<file path="src/rtl/tcc_pkg.sv">
`timescale 1ns/1ps
package tcc_pkg;
    localparam int unsigned NUM_COND  = 16;
    localparam int unsigned NUM_FLAGS = 16;
    localparam int unsigned COND_W    = $clog2(NUM_COND);
    localparam int unsigned IT_W      = 8;

    // syndrome field positions
    localparam int unsigned SYN_CLASS_HI = 31;
    localparam int unsigned SYN_CLASS_LO = 30;
    localparam int unsigned SYN_CV_POS   = 24;
    localparam int unsigned SYN_COND_LO  = 20;

    // status field positions
    localparam int unsigned ST_FLAG_LO = 28;
    localparam int unsigned ST_ITH_HI  = 15;
    localparam int unsigned ST_ITH_LO  = 10;
    localparam int unsigned ST_ITL_HI  = 26;
    localparam int unsigned ST_ITL_LO  = 25;

    typedef enum logic [COND_W-1:0] {
        CC_EQ = 4'h0, CC_NE = 4'h1, CC_CS = 4'h2, CC_CC = 4'h3,
        CC_MI = 4'h4, CC_PL = 4'h5, CC_VS = 4'h6, CC_VC = 4'h7,
        CC_HI = 4'h8, CC_LS = 4'h9, CC_GE = 4'hA, CC_LT = 4'hB,
        CC_GT = 4'hC, CC_LE = 4'hD, CC_AL = 4'hE, CC_NV = 4'hF
    } cond_e;

    typedef struct packed {
        logic n;
        logic z;
        logic c;
        logic v;
    } flags_t;

    typedef enum logic [1:0] {
        SRC_UNCOND  = 2'd0,
        SRC_SYND    = 2'd1,
        SRC_ITIDLE  = 2'd2,
        SRC_ITSTATE = 2'd3
    } src_e;

    typedef struct packed {
        src_e  src;
        logic  force_pass;
        cond_e cond;
    } decision_t;

    function automatic logic cond_holds(cond_e code, flags_t f);
        logic r;
        unique case (code)
            CC_EQ: r = f.z;
            CC_NE: r = !f.z;
            CC_CS: r = f.c;
            CC_CC: r = !f.c;
            CC_MI: r = f.n;
            CC_PL: r = !f.n;
            CC_VS: r = f.v;
            CC_VC: r = !f.v;
            CC_HI: r = f.c && !f.z;
            CC_LS: r = !f.c || f.z;
            CC_GE: r = (f.n == f.v);
            CC_LT: r = (f.n != f.v);
            CC_GT: r = !f.z && (f.n == f.v);
            CC_LE: r = f.z || (f.n != f.v);
            CC_AL: r = 1'b1;
            CC_NV: r = 1'b0;
            default: r = 1'b0;
        endcase
        return r;
    endfunction
endpackage

</file>
<file path="src/rtl/tcc_source_sel.sv">
`timescale 1ns/1ps
module tcc_source_sel
    import tcc_pkg::*;
#(
    parameter int unsigned WORD_W = 32
) (
    input  logic [WORD_W-1:0] syndrome,
    input  logic [WORD_W-1:0] status,
    output decision_t         decision
);
    logic [IT_W-1:0]   it_state;
    logic [COND_W-1:0] syn_code;
    logic              syn_uncond;
    logic              syn_cv;

    assign it_state   = {status[ST_ITH_HI:ST_ITH_LO], status[ST_ITL_HI:ST_ITL_LO]};
    assign syn_code   = syndrome[SYN_COND_LO +: COND_W];
    assign syn_uncond = |syndrome[SYN_CLASS_HI:SYN_CLASS_LO];
    assign syn_cv     = syndrome[SYN_CV_POS];

    always_comb begin
        decision.src        = SRC_UNCOND;
        decision.force_pass = 1'b1;
        decision.cond       = CC_AL;
        if (syn_uncond) begin
            decision.src        = SRC_UNCOND;
            decision.force_pass = 1'b1;
        end else if (syn_cv) begin
            decision.src        = SRC_SYND;
            decision.cond       = cond_e'(syn_code);
            decision.force_pass = (cond_e'(syn_code) == CC_AL);
        end else if (it_state == '0) begin
            decision.src        = SRC_ITIDLE;
            decision.force_pass = 1'b1;
        end else begin
            decision.src        = SRC_ITSTATE;
            decision.cond       = cond_e'(it_state[IT_W-1 -: COND_W]);
            decision.force_pass = 1'b0;
        end
    end
endmodule

</file>
<file path="src/rtl/tcc_mask_table.sv">
`timescale 1ns/1ps
module tcc_mask_table
    import tcc_pkg::*;
(
    output logic [NUM_COND-1:0][NUM_FLAGS-1:0] mask
);
    for (genvar gc = 0; gc < NUM_COND; gc++) begin : g_cond
        for (genvar gf = 0; gf < NUM_FLAGS; gf++) begin : g_flag
            assign mask[gc][gf] = cond_holds(cond_e'(COND_W'(gc)), flags_t'(4'(gf)));
        end
    end
endmodule

</file>
<file path="src/rtl/tcc_evaluate.sv">
`timescale 1ns/1ps
module tcc_evaluate
    import tcc_pkg::*;
(
    input  decision_t                         decision,
    input  flags_t                            flags,
    input  logic [NUM_COND-1:0][NUM_FLAGS-1:0] mask,
    output logic                              pass
);
    logic [NUM_FLAGS-1:0] row;
    assign row  = mask[decision.cond];
    assign pass = decision.force_pass | row[flags];
endmodule

</file>
<file path="src/rtl/tcc_out_reg.sv">
`timescale 1ns/1ps
module tcc_out_reg (
    input  logic clk,
    input  logic rst,
    input  logic in_valid,
    input  logic pass,
    output logic out_valid,
    output logic out_pass
);
    always_ff @(posedge clk) begin
        if (rst) begin
            out_valid <= 1'b0;
            out_pass  <= 1'b0;
        end else begin
            out_valid <= in_valid;
            if (in_valid) begin
                out_pass <= pass;
            end
        end
    end
endmodule

</file>
<file path="src/rtl/trap_cond_check.sv">
`timescale 1ns/1ps
module trap_cond_check
    import tcc_pkg::*;
#(
    parameter int unsigned WORD_W = 32
) (
    input  logic              clk,
    input  logic              rst,
    input  logic              in_valid,
    input  logic [WORD_W-1:0] syndrome,
    input  logic [WORD_W-1:0] status,
    output logic              out_valid,
    output logic              out_pass
);
    decision_t                          decision;
    flags_t                             flags;
    logic [NUM_COND-1:0][NUM_FLAGS-1:0] mask;
    logic                               pass;
    logic                               unused_bits;

    assign flags       = flags_t'(status[ST_FLAG_LO +: 4]);
    assign unused_bits = ^{syndrome, status};

    tcc_source_sel #(.WORD_W(WORD_W)) u_src (
        .syndrome (syndrome),
        .status   (status),
        .decision (decision)
    );

    tcc_mask_table u_mask (
        .mask (mask)
    );

    tcc_evaluate u_eval (
        .decision (decision),
        .flags    (flags),
        .mask     (mask),
        .pass     (pass)
    );

    tcc_out_reg u_out (
        .clk       (clk),
        .rst       (rst),
        .in_valid  (in_valid),
        .pass      (pass),
        .out_valid (out_valid),
        .out_pass  (out_pass)
    );
endmodule

</file>
<file path="config.mk">
export PLATFORM = sky130hd
export DESIGN_NAME = trap_cond_check
export DESIGN_NICKNAME = d
export VERILOG_FILES = /design/src/rtl/tcc_pkg.sv /design/src/rtl/tcc_source_sel.sv /design/src/rtl/tcc_mask_table.sv /design/src/rtl/tcc_evaluate.sv /design/src/rtl/tcc_out_reg.sv /design/src/rtl/trap_cond_check.sv
export SDC_FILE = /design/constraint.sdc
export NUM_CORES = 1
export LEC_CHECK = 0
export BUFFER_PORTS_ARGS = -buffer_cell sky130_fd_sc_hd__buf_2
export CORE_MARGIN = 1
export CORE_UTILIZATION = 37
export CTS_CLUSTER_SIZE = 28
export DETAILED_ROUTE_END_ITERATION = 16
export PLACE_DENSITY = 0.85
export SYNTH_ARGS = -nofsm -noshare
export SYNTH_HDL_FRONTEND = slang
export SYNTH_SLANG_ARGS = --single-unit
export TNS_END_PERCENT = 1
</file>
<file path="constraint.sdc">
create_clock -name clk -period 3.55 [get_ports clk]
set_input_delay 0 -clock clk [delete_from_list [all_inputs] [get_ports clk]]
set_output_delay 0 -clock clk [all_outputs]
set_load 0.01 [all_outputs]
</file>
==> results.md, run 1 <==
- Worst slew margin relative to its limit: 38.50%
- First-pass GRT wire length: 3056 um
- Post-cts gate resize count: 0
- Fraction of layout instances using a drive strength above 1: 32.71%
- Required time reported for the critical path endpoint: 3.68 ns
- Number of hold-slack violations in the final timing report: 0
- Diodes inserted: 0
- Synthesis-stage register bit count: 2
- Achievable clock frequency: between 0.4 and 0.5 GHz
- Max IR drop VDD: 87.71 uV
- Hold bufs inserted after CTS: 1
- Met3 track demand over resource in global routing: 1.667%
- Number of nets in the final layout: approximately 180
- Launch instance of the worst register-to-register path: u_out.out_pass
- Post-CTS setup buffer count: 0
- Clk buf depth: 2
- Routed length per placed instance: ~15 um
- Logic gate share of total power: 53.7%
- Syn Inst Count: 85
- Worst Clk Skew: 0 ns
- Multi-input gate area: ~560 um^2
- Number of CTS-inserted buffers: 3
- Initial core utilization: 41.03%
- Post-DP HPWL: about 1500 um
- PwrDens: roughly 220 nW/um^2
- Maximum level of the CTS H-tree: 1
- Global routing usage on met1: 28.71%
- Area of the mapped netlist: 646.9 um^2
- Cell types with the largest area share after synthesis: sky130_fd_sc_hd__mux2i_1 7.7%, sky130_fd_sc_hd__a41oi_1 6.8%, sky130_fd_sc_hd__dfxtp_1 6.2%
- Filler instances: 149
- Final Wtd Congestion: approximately 0.96
- Area after DPL: 745.7 um^2
- Final setup vio count: 0
- Internal power: 98.91 uW
- Post-synth ARST share: 0%
- Total power of the final layout: approximately 170 uW
- Vias after detailed routing: 802
- Combined global-route utilization of all metal layers: between 20% and 30%
- Die extent in y: ~44 um
- Post-synthesis adder-cell area fraction: 0%
- Clock tree from TritonCTS: built
- Top FF cell, synth: sky130_fd_sc_hd__dfxtp_1
- Detailed-route wire length: 1863 um
- Setup repair after global routing missed its margin: false
- Outcome: complete, but fails checks
- Post-route antenna net violation count: 0
- Die ar.: 1919 um^2
- Synth unique cells: 39
- Warning count from the yosys run: 0
- Number of cells on the worst reg-to-reg path: 2
- Hold path depth: 2
- Leading cell types by count after synthesis: 10 x sky130_fd_sc_hd__nor2_1, 7 x sky130_fd_sc_hd__nand2_1, 5 x sky130_fd_sc_hd__a41oi_1, 5 x sky130_fd_sc_hd__mux2i_1
- Mean number of vias per cell: between 6 and 7
- Dominant cell type by area after synthesis: sky130_fd_sc_hd__mux2i_1
- Width of the die: roughly 44 um
- Startpoint kind of the worst setup timing path: input pin
- Source-to-sink clock delay at the later pin of the worst-skew pair: 0.23 ns
- Worst-path maximum fanout: 12
- Net switching power: 69.27 uW
- Actual slew at the worst max-slew pin: approximately 0.9 ns
- Period utilisation layout: 61.66%
- Util after Layout: between 40% and 50%
- Number of antenna violations at the first check in global routing: 0
- CORE AREA: roughly 1600 um^2
- Residual DRC count: 2
- Drt initial violations: a little under 60
- Register area: 40.04 um^2
- Total of buffers placed on input and output ports: 23
- CP endpoint kind: flip-flop
- Hold/Removal Path Class: input pin to flip-flop
- Clock-pin slew reported for the worst setup and hold paths after clock tree synthesis: 0.03 ns
- Area share of and/or/nand/nor cells after synthesis: 30.17%
- End point of the worst hold path: u_out.out_valid
- CTS root buffer: sky130_fd_sc_hd__clkbuf_4
- Remaining global-route overflow: 0
- Fin. max-slew vios: 0
- Met2 Resource Use GR: 33.13%
- Hold wc startpoint: in_valid
- Post-synth EDFFs: 0
- Sequential-to-total area share from yosys stat: 6.190%
- Setup TNS: 0 ns
- Number of iterations in the first detailed-routing pass: 10
- Cell with the most instances after synthesis: sky130_fd_sc_hd__nor2_1
- Mean post-synth cell area: 7.610 um^2
- Fraction of synthesized area in multiplexers: between 15 and 20%
- Xor/xnor share of the synthesized area: 6.770%
- Main combinational cell family by area after synthesis: compound AO/OA/AOI/OAI gates
- Layer carrying the most global-route usage: met2
- Switch share: 41.19%
- Fraction of power consumed by the clock network: 31.6%
- Failing checks: design-rule violations
- Time the worst path needs with I/O delays and setup: roughly 2.2 ns
- Share of the synthesized area in compound gates (AO/OA/AOI/OAI): between 30% and 40%
- Critical path start-end classification: input pin to flip-flop
- Number of ports placed on the die boundary: 69
- Area fraction of the dominant cell type after synthesis: ~7.7%
- Largest net degree at the start of global routing: 13
- Area growth from synthesis to layout: 20.31%
- Post-route design area: 778.2 um^2
- Clock tree sinks: 2
- Data arrival, critical path: 2.32 ns
- Via count of the first global-routing pass: 696
- Max_cap viols: 0
- Slack of the worst reg-to-reg path: 2.85 ns
- Seq pwr share: 14.7%
- Critical register-to-register path endpoint: u_out.out_pass
- Leakage power: between 0.3 and 0.4 nW
- Count of standard-cell rows: 14
- Net count of the mapped netlist: 152
-- layout make-up --
cell class	instances	area share, %
Clock buffer	3	2.894
Inverter	4	1.929
Multi-Input combinational cell	74	71.38
Sequential cell	2	5.145
Tap cell	16	2.572
Timing Repair Buffer	24	16.08
-- critical path: stages --
cell                       delay (ns)
sky130_fd_sc_hd__buf_2           0.27
sky130_fd_sc_hd__mux2i_1         0.80
sky130_fd_sc_hd__xnor2_1         0.33
sky130_fd_sc_hd__nor2_1          0.21
sky130_fd_sc_hd__a211oi_1        0.07
sky130_fd_sc_hd__o31ai_1         0.21
sky130_fd_sc_hd__o221ai_1        0.18
sky130_fd_sc_hd__a311oi_1        0.24
-- how the worst max path moves through the flow --
stage	slack, ns	cells past startpoint	start	end
2_1_floorplan	1.86	8	syndrome[31]	u_out.out_pass
3_3_place_gp	1.29	8	syndrome[24]	u_out.out_pass
3_5_place_dp	1.21	8	syndrome[24]	u_out.out_pass
4_1_cts	1.43	8	syndrome[24]	u_out.out_pass
5_1_grt	1.22	8	syndrome[24]	u_out.out_pass
6_report	1.36	8	syndrome[24]	u_out.out_pass
-- power by group through the flow --
stage / clock, mW / combinational, mW / sequential, mW
floorplan: 0 / 0.0608 / 0.0258
global placement: 0 / 0.0843 / 0.0250
detailed placement: 0 / 0.0873 / 0.0251
CTS: 0.0571 / 0.0885 / 0.0247
global route: 0.0576 / 0.0976 / 0.0249
finish: 0.0531 / 0.0903 / 0.0247
-- placed cells by master (no fill, tap or decap), drive strengths merged, types with 3 or more instances in the layout --
cell type  Yosys  routed
clkbuf         1       3
nand2          8       8
nor2          10      10
nand4          3       3
nor3           4       4
a41oi          5       5
mux2i          7       7
buf            4      23
xnor2          3       3
inv            4       4
-- metrics by stage --
stage	setup slack, ns	instances	hold WS, ns
5_1_grt	1.216	123	0.02718
3_3_place_gp	1.286	119	0.1720
2_1_floorplan	1.864	85	0.07161
4_1_cts	1.428	123	0.02076
3_5_place_dp	1.212	119	0.1786
6_report	1.361	123	0.03333
-- flip-flops by register name, summed over array words and instances (netlist names) --
name,flops
u_out.out_pass,1
u_out.out_valid,1
-- layer usage --
| layer | routed length, um | vias up | share of wire (%) |
|---|---|---|---|
| met5 | 0 | - | 0 |
| met4 | 10 | 0 | 0.54 |
| met3 | 193 | 2 | 10 |
| met2 | 898 | 57 | 48 |
| met1 | 760 | 367 | 41 |
| li1 | - | 376 | - |
-- cell families (layout without fill, tap and decap cells) --
logic type / count (synthesis) / count (layout)
multiplexers: 9 / 9
flip-flops: 2 / 2
XOR/XNOR: 5 / 5
AND/OR/NAND/NOR: 35 / 35
buffers and inverters: 9 / 31
AO/OA/AOI/OAI: 25 / 25
Power figures use the tool's default switching activity.
==> run 2, diff against run 1 <==
--- a/config.mk
+++ b/config.mk
@@ -7,10 +7,10 @@
 export LEC_CHECK = 0
 export BUFFER_PORTS_ARGS = -buffer_cell sky130_fd_sc_hd__buf_2
 export CORE_MARGIN = 1
-export CORE_UTILIZATION = 37
+export CORE_UTILIZATION = 34
 export CTS_CLUSTER_SIZE = 28
 export DETAILED_ROUTE_END_ITERATION = 16
-export PLACE_DENSITY = 0.85
+export PLACE_DENSITY = 0.79
 export SYNTH_ARGS = -nofsm -noshare
 export SYNTH_HDL_FRONTEND = slang
 export SYNTH_SLANG_ARGS = --single-unit
==> constraint.sdc (replaced) <==
create_clock -name clk -period 2.2 [get_ports clk]
set_input_delay 0 -clock clk [delete_from_list [all_inputs] [get_ports clk]]
set_output_delay 0 -clock clk [all_outputs]
set_load 0.01 [all_outputs]
==> run 2 against run 1 <==
  * Total power is 61% higher
  * Routed wire length decreased by 1.0%
  * Die area increased by 8.4%
  * Clock power up 50%
  * Highest routed layer unchanged
  * The flow now finishes without violations
  * Non-clock buffer count grew 4
  * Combinational power grew 67%
  * Largest power group unchanged
  * Register-to-register slack got worse by 1.3 ns
  * Cell count up 11%
  * Sequential share of layout area down 0.26 points
==> results.md, run 2 (same netlist as run 1, synthesis figures left out) <==
- Largest regs: u_out.out_pass: 1 flops, u_out.out_valid: 1 flops
- Post-CTS setup buffer count: 0 (unchanged)
- Setup TNS: 0 ns (unchanged)
- Fraction of layout instances using a drive strength above 1: 35.14% (+2.4 points)
- PwrDens: 330.9 nW/um^2 (+53%)
- Area growth from synthesis to layout: 26.69%
- Achievable clock frequency: 0.5689 GHz
- Worst-path maximum fanout: 9 (-3)
- CTS root buffer: sky130_fd_sc_hd__clkbuf_4
- Drt initial violations: 26 (-55%)
- Filler instances: 197 (+32%)
- Data arrival, critical path: 1.89 ns (-0.43 ns)
- First-pass GRT wire length: 2973 um (-2.7%)
- Fin. max-slew vios: 0 (unchanged)
- Number of nets in the final layout: 180 (+2.3%)
- Residual DRC count: 0 (-2)
- Highest-delay cell along the critical path: sky130_fd_sc_hd__mux2i_1
- Vias after detailed routing: 783 (-2.4%)
- Cell with the most instances on the worst path: sky130_fd_sc_hd__mux2i_1
- Outcome: complete, no violations
- CP endpoint kind: flip-flop
- Number of CTS-inserted buffers: 3 (unchanged)
- Number of ports placed on the die boundary: 69 (unchanged)
- Required time reported for the critical path endpoint: 2.34 ns (-1.34 ns)
- Maximum level of the CTS H-tree: 1 (unchanged)
- Detailed-route wire length: 1844 um (-1.0%)
- Startpoint kind of the worst setup timing path: input pin
- Highest-count cells in the layout ignoring fill and taps: 23 x sky130_fd_sc_hd__buf_2, 10 x sky130_fd_sc_hd__nor2_1, 7 x sky130_fd_sc_hd__nand2_1, 5 x sky130_fd_sc_hd__mux2i_1, 5 x sky130_fd_sc_hd__a41oi_1
- Final Wtd Congestion: 0.9754 (+1.7%)
- Setup repair after global routing missed its margin: false
- Initial core utilization: 36.67% (-4.4 points)
- Via count of the first global-routing pass: 710 (+2.0%)
- Source-to-sink clock delay at the later pin of the worst-skew pair: 0.22 ns (about the same)
- Die ar.: 2081 um^2 (+8.4%)
- Period utilisation layout: 79.90%
- Number of iterations in the first detailed-routing pass: 4 (-6)
- Clock-pin slew reported for the worst setup and hold paths after clock tree synthesis: 0.03 ns (about the same)
- Total power of the final layout: 271.2 uW (+61%)
- Critical path start-end classification: input pin to flip-flop
- Clock tree sinks: 2 (unchanged)
- Remaining global-route overflow: 0 (unchanged)
- Clock tree from TritonCTS: built
- Crit path cell chain: buf_2 -> mux2i_1 -> a211o_1 -> o311ai_0 -> mux2i_1 -> a41oi_1 -> o221ai_1 -> a311oi_1
- Post-cts gate resize count: 0 (unchanged)
- Actual slew at the worst max-slew pin: 0.5416 ns (-0.3552 ns)
- CORE AREA: 1764 um^2 (+12%)
- Slowest stage delay, CP: 0.54 ns (-0.26 ns)
- Worst Clk Skew: 0 ns (unchanged)
- Clk buf depth: 2 (unchanged)
- Mean number of vias per cell: 5.757 (-12%)
- Count of standard-cell rows: 15 (+1)
- Time the worst path needs with I/O delays and setup: ~1.8 ns
- Max_cap viols: 0 (unchanged)
- Max IR drop VDD: 190.9 uV (+120%)
- Post-route antenna net violation count: 0 (unchanged)
- Leakage power: 0.3274 nW (+6.3%)
- Die extent in y: 45.62 um (+4.1%)
- Leading cell type in the layout, fill and taps excluded: sky130_fd_sc_hd__buf_2
- Smallest hold slack: 0.03448 ns (+0.001150 ns)
- Total of buffers placed on input and output ports: 23 (unchanged)
- Number of antenna violations at the first check in global routing: 0 (unchanged)
- Hold/Removal Path Class: input pin to flip-flop
- Diodes inserted: 0 (unchanged)
- Width of the die: 45.62 um (+4.1%)
- Final setup vio count: 0 (unchanged)
- Worst slew margin relative to its limit: 62.86% (+24 points)
- Combined global-route utilization of all metal layers: 19.72% (-1.2 points)
- Post-DP HPWL: 1479 um (+0.78%)
- Routed length per placed instance: 13.56 um (-10%)
- Number of hold-slack violations in the final timing report: 0 (unchanged)
- Largest net degree at the start of global routing: 12 (-1)
-- run 2: cell count changes in the layout (fill, tap and decap cells not counted), sizes merged --
cell | before | now
buf | 23 | 27
-- run 2: repair_timing --
item                       CTS  global route
hold buffers                 1             0
hold endpoints to repair     2             0
setup endpoints to repair    0             0
-- run 2: metrics by stage --
stage / setup slack [ns] / cells / area (um^2) / utilization [%]
finish: 0.4421 / 136 / 819.5 / 46.45
global route: 0.3083 / 136 / 819.5 / 46.45
CTS: 0.4923 / 136 / 819.5 / 46.45
detailed placement: 0.2449 / 132 / 787.0 / 44.61
global placement: 0.2847 / 132 / 787.0 / 44.61
floorplan: 0.5139 / 85 / 646.9 / -
-- run 2: area by class of cell --
| type | count | area (um^2) | share of cell area [%] |
|---|---|---|---|
| multi-input combinational | 74 | 555.5 | 67.79 |
| timing repair buffer | 28 | 155.1 | 18.93 |
| inverter | 4 | 15.01 | 1.832 |
| clock buffer | 3 | 22.52 | 2.748 |
| sequential | 2 | 40.04 | 4.885 |
| tap | 25 | 31.28 | 3.817 |
-- run 2: power breakdown --
part | switching (mW) | internal (mW)
clock network | 0.0198 | 0.0601
registers | 0.000874 | 0.0390
logic | 0.0861 | 0.0652
-- run 2: path summary, 6_finish.rpt --
check,startpoint,to,slack [ns],cells past startpoint
min reg2reg,u_out.out_pass,u_out.out_pass,0.50,2
max reg2reg,u_out.out_pass,u_out.out_pass,1.53,2
min,in_valid,u_out.out_valid,0.03,2
max,syndrome[24],u_out.out_pass,0.44,8
-- run 2: critical path, delay by kind of cell --
kind            cells  cell delay [ns]
buf+inv             1             0.27
compound gates      5             0.93
mux                 2             0.70
-- run 2: metal layers --
layer	track usage (%)	part of all wire, %	vias to the layer above
met3	2.381	9.7	2
met2	31.14	46	42
met4	8.485	0.43	0
met5	0	0	-
met1	26.59	43	352
li1	-	-	387
==> run 3, diff against run 2 <==
==> constraint.sdc (replaced) <==
create_clock -name clk -period 1.8 [get_ports clk]
set_input_delay 0 -clock clk [delete_from_list [all_inputs] [get_ports clk]]
set_output_delay 0 -clock clk [all_outputs]
set_load 0.01 [all_outputs]
==> run 3 against run 2 <==
  * Clock-buffer cell count is the same
  * Critical path depth rose by 1
  * Setup slack lost 0.29 ns
  * Worst hold slack worse by 0.00099 ns
  * Total power grew 38%
  * Largest power group unchanged
  * Largest cell class unchanged
  * Flip-flop and latch count is the same
  * Sequential share of layout area fell by 0.64 points
  * Register-to-register slack worse by 0.39 ns
  * Critical path type unchanged
  * First-iteration DRC count grew 120%
==> results.md, run 3 (same netlist as run 1, synthesis figures left out) <==
- Number of antenna violations at the first check in global routing: 0 (unchanged)
- Required time reported for the critical path endpoint: 1.94 ns (-0.40 ns)
- Multi-input gate area: 559.3 um^2 (+0.68%)
- PwrDens: 395.6 nW/um^2 (+20%)
- Pre-CTS WS: -0.05088 ns (-0.2958 ns)
- Critical path start-end classification: input pin to flip-flop
- Area growth from synthesis to layout: 45.84%
- Filler instances: 180 (-8.6%)
- Max_cap viols: 0 (unchanged)
- Startpoint kind of the worst setup timing path: input pin
- Achievable clock frequency: 0.6061 GHz
- Clock tree sinks: 2 (unchanged)
- Time the worst path needs with I/O delays and setup: 1.650 ns
- Initial core utilization: 36.67% (unchanged)
- Number of iterations in the first detailed-routing pass: 4 (unchanged)
- Routed length per placed instance: 13.98 um (+3.1%)
- Width of the die: 45.62 um (unchanged)
- Number of ports placed on the die boundary: 69 (unchanged)
- Register area: 40.04 um^2 (unchanged)
- First-pass GRT wire length: 3298 um (+11%)
- Clock-pin slew reported for the worst setup and hold paths after clock tree synthesis: 0.03 ns (about the same)
- Hold/Removal Path Class: input pin to flip-flop
- Combined global-route utilization of all metal layers: 21.62% (+1.9 points)
- Clock tree from TritonCTS: built
- Period utilisation layout: around nine tenths
- Number of CTS-inserted buffers: 3 (unchanged)
- CTS root buffer: sky130_fd_sc_hd__clkbuf_4
- Number of nets in the final layout: 196 (+8.9%)
- Worst Setup Slack, final: 0.1500 ns (-0.2922 ns)
- Total of buffers placed on input and output ports: 23 (unchanged)
- Smallest hold slack: 0.03349 ns (-0.0009947 ns)
- Die extent in y: 45.62 um (unchanged)
- Final Wtd Congestion: 0.9911 (+1.6%)
- Detailed-route wire length: 2125 um (+15%)
- Maximum level of the CTS H-tree: 1 (unchanged)
- Mean number of vias per cell: 5.599 (-2.8%)
- Worst Clk Skew: 0 ns (unchanged)
- Setup repair after global routing missed its margin: false
- Source-to-sink clock delay at the later pin of the worst-skew pair: 0.23 ns (about the same)
- CP endpoint kind: flip-flop
- Worst-path maximum fanout: 7 (-2)
- Post-DP HPWL: 1652 um (+12%)
- Post-CTS setup buffer count: 0 (unchanged)
- Via count of the first global-routing pass: 770 (+8.5%)
- Diodes inserted: 0 (unchanged)
- Outcome: complete, no violations
- Slack of the worst reg-to-reg path: 1.14 ns (-0.39 ns)
- Fin. max-slew vios: 0 (unchanged)
- Count of standard-cell rows: 15 (unchanged)
- Fraction of layout instances using a drive strength above 1: 44.09% (+9.0 points)
- Largest net degree at the start of global routing: 12 (unchanged)
- Final setup vio count: 0 (unchanged)
- Actual slew at the worst max-slew pin: 0.4397 ns (-0.1019 ns)
- Clk buf depth: 2 (unchanged)
- Worst slew margin relative to its limit: 70.48% (+7.6 points)
- Leakage power: 0.4017 nW (+23%)
- Residual DRC count: 0 (unchanged)
- Util after Layout: 53.48% (+7.0 points)
- Vias after detailed routing: 851 (+8.7%)
- Die ar.: 2081 um^2 (unchanged)
- Max IR drop VDD: 245.2 uV (+28%)
- CORE AREA: 1764 um^2 (unchanged)
- Remaining global-route overflow: 0 (unchanged)
- Leading cell type in the layout, fill and taps excluded: sky130_fd_sc_hd__buf_2
- Highest-count cells in the layout ignoring fill and taps: 23 x sky130_fd_sc_hd__buf_2, 20 x sky130_fd_sc_hd__buf_4, 10 x sky130_fd_sc_hd__nor2_1, 7 x sky130_fd_sc_hd__nand2_1, 5 x sky130_fd_sc_hd__a41oi_1
- Post-route antenna net violation count: 0 (unchanged)
- Drt initial violations: 58 (+120%)
- Number of hold-slack violations in the final timing report: 0 (unchanged)
- Data arrival, critical path: 1.79 ns (-0.10 ns)
- Largest regs: u_out.out_pass: 1 flops, u_out.out_valid: 1 flops
-- run 3: changes by cell type in the layout (fill, tap and decap cells not counted) --
cell,before,now
sky130_fd_sc_hd__buf_4,4,20
sky130_fd_sc_hd__mux2i_1,5,4
sky130_fd_sc_hd__mux2i_2,1,2
-- run 3: cell type report --
type	instances	area share, %
Timing Repair Buffer	44	29.18
Tap cell	25	3.316
Multi-Input combinational cell	74	59.28
Sequential cell	2	4.244
Clock buffer	3	2.387
Inverter	4	1.592
-- run 3: report_power, final --
group	internal [mW]	switching [mW]	leakage, nW	total, mW
clock	0.0738	0.0285	0.0138	0.102
sequential	0.0477	0.00110	0.0167	0.0488
combinational	0.106	0.116	0.371	0.222
total	0.227	0.146	0.402	0.373
-- run 3: timing repair --
action / 4_1_cts / 5_1_grt
setup endpoints to repair: 0 / 1
endpoints found under the hold margin: 2 / 0
resized for setup: 0 / 1
hold buffers: 1 / 0
-- run 3: critical path, cell delays in order --
cell,delay (ns)
sky130_fd_sc_hd__buf_2,0.25
sky130_fd_sc_hd__mux2i_1,0.18
sky130_fd_sc_hd__buf_4,0.17
sky130_fd_sc_hd__o311ai_0,0.39
sky130_fd_sc_hd__buf_4,0.19
sky130_fd_sc_hd__mux2i_1,0.06
sky130_fd_sc_hd__a41oi_1,0.19
sky130_fd_sc_hd__o221ai_1,0.15
sky130_fd_sc_hd__a311oi_1,0.21
-- run 3: path summary, 6_finish.rpt --
check / cells past startpoint / start / to
max reg2reg: 2 / u_out.out_pass / u_out.out_pass
min: 2 / in_valid / u_out.out_valid
min reg2reg: 2 / u_out.out_pass / u_out.out_pass
max: 9 / syndrome[24] / u_out.out_pass
-- run 3: metrics by stage --
stage               std cells  setup TNS [ns]  instance area, um^2  power [mW]
finish                    152               0                943.4      0.3732
global route              152               0                943.4      0.4019
CTS                       152               0                939.7      0.3698
detailed placement        148        -0.05088                907.1      0.2629
global placement          148        -0.04145                907.1      0.2577
floorplan                  85               0                646.9      0.1708
-- run 3: metal layers --
metal | track usage, % | vias up | wire length (um)
met5 | 0 | - | 0
met4 | 9.697 | 0 | 24
met3 | 1.190 | 2 | 161
met2 | 35.43 | 48 | 1015
met1 | 28.77 | 377 | 923
li1 | - | 424 | -
